==> src/rtl/wcs_pkg.sv <==
package wcs_pkg;
  localparam int CHUNK_W = 64;

  typedef enum logic [1:0] {
    UNIT_B8  = 2'b00,
    UNIT_B16 = 2'b01,
    UNIT_B32 = 2'b10,
    UNIT_B64 = 2'b11
  } unit_e;
endpackage

==> src/rtl/wcs_amount_decode.sv <==
module wcs_amount_decode
  import wcs_pkg::*;
#(
  parameter int CNT_W  = 8,
  parameter int NBYTES = 32,
  parameter int STG    = 5
) (
  input  logic [CNT_W-1:0] cnt_lo,
  input  logic             cnt_hi_any,
  input  unit_e            unit,
  output logic [STG-1:0]   byte_amt,
  output logic             zero_force
);
  // The count is scaled to bytes: the unit in bytes is 1 << unit.
  localparam int BW = CNT_W + 3;
  localparam logic [BW-1:0] LIMIT = BW'(NBYTES);

  logic [BW-1:0] byte_full;

  always_comb begin
    byte_full  = {3'b000, cnt_lo} << unit;
    byte_amt   = byte_full[STG-1:0];
    zero_force = cnt_hi_any | (byte_full >= LIMIT);
  end
endmodule

==> src/rtl/wcs_barrel_stage.sv <==
module wcs_barrel_stage #(
  parameter int W  = 256,
  parameter int SH = 8
) (
  input  logic [W-1:0] d,
  input  logic         en,
  input  logic         right,
  output logic [W-1:0] q
);
  always_comb begin
    if (!en)
      q = d;
    else if (right)
      q = d >> SH;
    else
      q = d << SH;
  end
endmodule

==> src/rtl/wide_chunk_shifter.sv <==
module wide_chunk_shifter
  import wcs_pkg::*;
#(
  parameter int DATA_W = 256,
  parameter int OPND_W = 64,
  parameter int CNT_W  = 8
) (
  input  logic              clk,
  input  logic              rst_n,
  input  logic              in_valid,
  input  logic [DATA_W-1:0] src,
  input  logic [OPND_W-1:0] cnt,
  input  logic              dir_right,
  input  logic [1:0]        unit_sel,
  output logic              out_valid,
  output logic [DATA_W-1:0] result
);
  localparam int NBYTES = DATA_W / 8;
  localparam int STG    = $clog2(NBYTES);

  logic [STG-1:0]    byte_amt;
  logic              zero_force;
  logic [DATA_W-1:0] chain [STG+1];

  logic [DATA_W-1:0] result_d, result_q;
  logic              valid_d, valid_q;

  wcs_amount_decode #(
    .CNT_W (CNT_W),
    .NBYTES(NBYTES),
    .STG   (STG)
  ) u_dec (
    .cnt_lo    (cnt[CNT_W-1:0]),
    .cnt_hi_any(|cnt[OPND_W-1:CNT_W]),
    .unit      (unit_e'(unit_sel)),
    .byte_amt  (byte_amt),
    .zero_force(zero_force)
  );

  assign chain[0] = src;

  generate
    for (genvar g = 0; g < STG; g++) begin : g_stage
      wcs_barrel_stage #(
        .W (DATA_W),
        .SH(8 << g)
      ) u_stage (
        .d    (chain[g]),
        .en   (byte_amt[g]),
        .right(dir_right),
        .q    (chain[g+1])
      );
    end
  endgenerate

  // Next-state logic
  always_comb begin
    valid_d  = in_valid;
    result_d = result_q;
    if (in_valid)
      result_d = zero_force ? '0 : chain[STG];
  end

  // State registers
  always_ff @(posedge clk or negedge rst_n) begin
    if (!rst_n) begin
      valid_q  <= 1'b0;
      result_q <= '0;
    end else begin
      valid_q  <= valid_d;
      result_q <= result_d;
    end
  end

  assign out_valid = valid_q;
  assign result    = result_q;
endmodule

==> config.mk <==
export PLATFORM = sky130hd
export DESIGN_NAME = wide_chunk_shifter
export DESIGN_NICKNAME = d
export VERILOG_FILES = /design/src/rtl/wcs_pkg.sv /design/src/rtl/wcs_amount_decode.sv /design/src/rtl/wcs_barrel_stage.sv /design/src/rtl/wide_chunk_shifter.sv
export SDC_FILE = /design/constraint.sdc
export NUM_CORES = 2
export LEC_CHECK = 0
export CORE_MARGIN = 2
export CORE_UTILIZATION = 64
export CTS_CLUSTER_SIZE = 40
export DETAILED_ROUTE_END_ITERATION = 6
export DONT_BUFFER_PORTS = 1
export PLACE_DENSITY_LB_ADDON = 0.08
export SETUP_SLACK_MARGIN = 0.02
export SYNTH_ARGS = -nofsm -noshare
export SYNTH_HDL_FRONTEND = slang
export SYNTH_HIERARCHICAL = 1
export SYNTH_SLANG_ARGS = --single-unit
==> constraint.sdc <==
create_clock -name clk -period 1.3 [get_ports clk]
set_input_delay 0.065 -clock clk [delete_from_list [all_inputs] [get_ports clk]]
set_output_delay 0.065 -clock clk [all_outputs]
set_load 0.05 [all_outputs]
==> results of run 1 <==
per-stage QoR:
| step | cells | setup WS [ns] | TNS (ns) | area, µm² | utilization |
|---|---|---|---|---|---|
| 2_1_floorplan | 4399 | -0.8579 | -216.16 | 33970 | - |
| 3_3_place_gp | 5685 | -1.879 | -401.70 | 40460 | 0.7919 |
| 3_5_place_dp | 5685 | -2.040 | -426.64 | 40460 | 0.7919 |
| 4_1_cts | 5753 | -1.106 | -249.59 | 42380 | 0.8294 |
cells by family after synthesis:
| family | Yosys count |
|---|---|
| compound gates | 1540 |
| buf+inv | 728 |
| flops | 257 |
| mux | 790 |
| simple gates | 1084 |
timing repair:
item / in CTS
setup buffers: 23
gates resized for setup: 186
cloned: 4
pin swaps: 44
setup endpoints to repair: 268
hold endpoints to repair: 514
routing by layer:
metal / track usage / overflow
met4: 0.8484 / 76
met1: 0.8480 / 3
met5: 0.4072 / 1
met2: 0.9693 / 75
met3: 0.7108 / 3
==> flow_summary.toml, run 1 <==
[yosys]
synth_area_mm2 = 0.03287
synth_area_leaders = "mux2i_1, dfrtp_1, a22o_1"
syn_area_per_cell_um2 = 7.473
yosysMostFrequentCell = "mux2i_1"
yosys.area_share.simple = 0.1571
synth_top_family_by_area = "compound AO/OA/AOI/OAI gates"
syn_inst = 4399
synth_compound_area_frac = 0.2900
netlist_top_cells_count = "mux2i_1, a21oi_1, nor2_1"
synthMuxAreaShare = 0.2405
synth.distinct_cells = 33
ys_warn_count = 6
synthAdderAreaFrac = 0
synth-xor-area-share = 0
yosysTopAreaCellShare = 0.2405
synth_top_cell_by_area = "mux2i_1"
ys_seq_elements = 257
ys_async_sr_fraction = 1.000
yosysSeqAreaShare = 0.1956
synth-edff-count = 0
ys.flop_type = "dfrtp_1"
synth_fp_nets = 4725

[sta]
grt-worst-endpoint = "result[190]$_DFFE_PN0P_/D"
worst_endpoint_kind = "sequential cell input"

[clock_tree]
cts_root_buf = "clkbuf_16"
clock_sinks = 257
h-tree-depth = 1
cts_buffers = 25
clockBufferDepth = 3

[placed_design]
place_congestion = 1.147
numPortBuffers = 0
hpwl_um = 127100

[die]
rows = 83
floorplan.initialDensity = 0.6434
io_pins = 583
die_h_um = 230.6
die_w_um = 230.6

[run_status]
stop_stage = "5_1_grt"
stop_error = "[ERROR GRT-0232] Routing congestion too high. Check the congestion heatmap in the GUI."
status = "stopped before the end"

[global_routing]
grt_max_degree = 806
grt-ovfl-total = 158
track_usage = 0.8401
==> run 2, diff against run 1 <==
--- a/config.mk
+++ b/config.mk
@@ -6,12 +6,10 @@
 export NUM_CORES = 2
 export LEC_CHECK = 0
 export CORE_MARGIN = 2
-export CORE_UTILIZATION = 64
-export CTS_CLUSTER_SIZE = 40
+export CORE_UTILIZATION = 40
 export DETAILED_ROUTE_END_ITERATION = 6
 export DONT_BUFFER_PORTS = 1
-export PLACE_DENSITY_LB_ADDON = 0.08
-export SETUP_SLACK_MARGIN = 0.02
+export PLACE_DENSITY_LB_ADDON = 0.15
 export SYNTH_ARGS = -nofsm -noshare
 export SYNTH_HDL_FRONTEND = slang
 export SYNTH_HIERARCHICAL = 1
==> run 2 against run 1 <==
  * Synthesized area stayed put
  * The flow now finishes, with violations (design-rule violations, negative hold slack, max-slew violations, negative setup slack)
  * Synthesized cell count stayed put
==> flow_summary.toml, run 2 <==
[run_status]
status = "finished, violations left"
violations = "design-rule violations, negative hold slack, max-slew violations, negative setup slack"

[final_layout]
seq_area_mm2 = 0.006431
area_delta_synth_final_pct = 36.29
layout_common_cells = "buf_4, mux2i_1, nor2_1, a22o_1, a21oi_2"
largest_reg_flops = 256
final_common_cell = "buf_4"
nNetsFinal = 5488
drive_above_1_share = 0.3387
nFillCells = 8005
multi_input_area_mm2 = 0.02478
fin_util = 0.5483

[worst_setup_path]
crit_required_ns = 1.80
reg2reg_to = "result[169]"
r2r_start = "result[169]"
r2r_slack_ns = 0.54
crit_type = "in -> reg"
path_max_fanout = 805
reg2regPathDepth = 2
worst_setup_path_start_kind = "input pin"
crit_arrival_ns = 4.57
end_kind = "flip-flop"

[die]
floorplan.initialDensity = 0.4023
io_pins = 583
die_h_um = 290.7
coreArea_mm2 = 0.08172
die_w_um = 290.7
dieArea_mm2 = 0.08449
rows = 105

[yosys]
ys_seq_elements = 257
yosysMostFrequentCell = "mux2i_1"
yosysSeqAreaShare = 0.1956
synth.distinct_cells = 33
synth_fp_nets = 4725
syn_area_per_cell_um2 = 7.473
syn_inst = 4399
synth_area_mm2 = 0.03287
netlist_top_cells_count = "mux2i_1, a21oi_1, nor2_1"
yosysTopAreaCellShare = 0.2405
ys_async_sr_fraction = 1.000
synth-edff-count = 0
ys_warn_count = 6
synth_top_cell_by_area = "mux2i_1"
synth_area_leaders = "mux2i_1, dfrtp_1, a22o_1"
ys.flop_type = "dfrtp_1"

[global_routing]
grt_pass1_wl_um = 237100
grt_pass1_vias = 34160
track_usage = 0.3768
antenna_found_initial = 3
grt-ovfl-total = 0
grt_max_degree = 806

[placed_design]
hpwl_um = 135300
numPortBuffers = 0
place_congestion = 1.061

[sta]
final-hold-violation-count = 395
min_period_over_period = 3.131
fin_skew_ns = 0
rsz0062_at_grt = "yes"
fin_hold_ws_ns = -0.8286
slew_viol_final = 696
finalWorstSetupSlack_ns = -2.771
slew_headroom = -0.9872
worst_slew_pin_slew_ns = 2.981
final-setup-viol-count = 264
clock.fmax_ghz = 0.2457
min_period_ns = 4.071

[power]
peakVddDrop_v = 0.0009955
p_leak_nw = 20.84
powerDensity_mw_per_mm2 = 861.9
power_mw = 38.62

[routing]
drt_iter0_markers = 4158
finalWirelength_um = 170200
remaining_drc_errors = 2
ant_nets = 0
num_vias = 37584
wl_per_cell_um = 27.21
via_per_inst = 6.009
first_pass_iters = 7

[clock_tree]
cts_root_buf = "clkbuf_16"
clk_latency_ns = 0.57
clock_sinks = 257
clockBufferDepth = 3
h-tree-depth = 1
cts_tree = "built"
clk_pin_slew_ns = 0.06
cts_buffers = 28

[hold_path]
min_path_type = "in -> async"

[flow_run]
max_cap_violations = 0
run 2: cell counts after synthesis:
Identical to the previous run, type by type.
run 2: worst max-delay path by stage:
| stage | from | endpoint | slack (ns) | depth (start not counted) |
|---|---|---|---|---|
| global placement | unit_sel[1] | result[94] | -1.93 | 19 |
| floorplan | unit_sel[1] | result[81] | -0.86 | 16 |
| CTS | unit_sel[1] | result[104] | -1.11 | 18 |
| detailed placement | unit_sel[1] | result[94] | -1.95 | 19 |
| finish | dir_right | result[142] | -2.77 | 14 |
| global route | dir_right | result[122] | -1.30 | 14 |
run 2: per-layer routing:
layer  vias up  wire length, µm  track usage
met5         -                0            0
met4         0             9687       0.1640
met3       373            13040      0.05522
met2      1744            79000       0.6364
met1     18174            68450       0.4769
li1      17293                -            -
run 2: area by class of cell:
type	count	share of cell area
Antenna cell	3	0.0001676
Clock inverter	8	0.003574
Clock buffer	42	0.01904
Multi-Input combinational cell	3414	0.5530
Sequential cell	257	0.1435
Timing Repair Buffer	1189	0.2278
Tap cell	1070	0.02988
Inverter	272	0.02301
run 2: through the flow:
step | area [µm²] | setup slack (ns) | cells | setup TNS, ns
CTS | 43090 | -1.113 | 6193 | -236.68
global route | 44810 | -1.304 | 6255 | -295.88
detailed placement | 41410 | -1.955 | 6130 | -421.09
finish | 44810 | -2.771 | 6255 | -646.10
floorplan | 33970 | -0.8579 | 4399 | -216.16
global placement | 41410 | -1.933 | 6130 | -414.15
run 2: cells by family (layout without fill, tap and decap cells):
kind of cell           Yosys count  count (layout)  share of synthesized area
DFF                            257             257                     0.1956
buffers and inverters          728            1511                     0.1168
AOI/OAI and AO/OA             1540            1540                     0.2900
and+or+nand+nor               1084            1084                     0.1571
other                            0               3                          0
muxes                          790             790                     0.2405
run 2: what timing repair did:
action / in CTS / in global routing
cloned: 1 / 14
gates resized for setup: 143 / 251
hold endpoints to repair: 514 / 514
setup buffers: 12 / 47
pin swaps: 9 / 84
setup endpoints to repair: 273 / 271
run 2: critical path, stage by stage:
cell	delay, ns
mux2i_4	0.94
a21oi_2	0.30
buf_4	0.15
mux2i_1	0.05
a21oi_1	0.27
buf_4	0.17
mux2i_1	0.08
a21oi_2	0.25
buf_6	0.16
mux2i_1	0.09
a21oi_2	0.27
a22o_1	0.18
nand3b_1	0.11
o21ai_1	0.10
run 2: report_power, final:
group | total [mW] | switching, mW | internal, mW
clock | 8.82 | 3.51 | 5.31
sequential | 8.01 | 0.00668 | 8.00
combinational | 21.8 | 12.0 | 9.78
(Power assumes the default switching activity.)
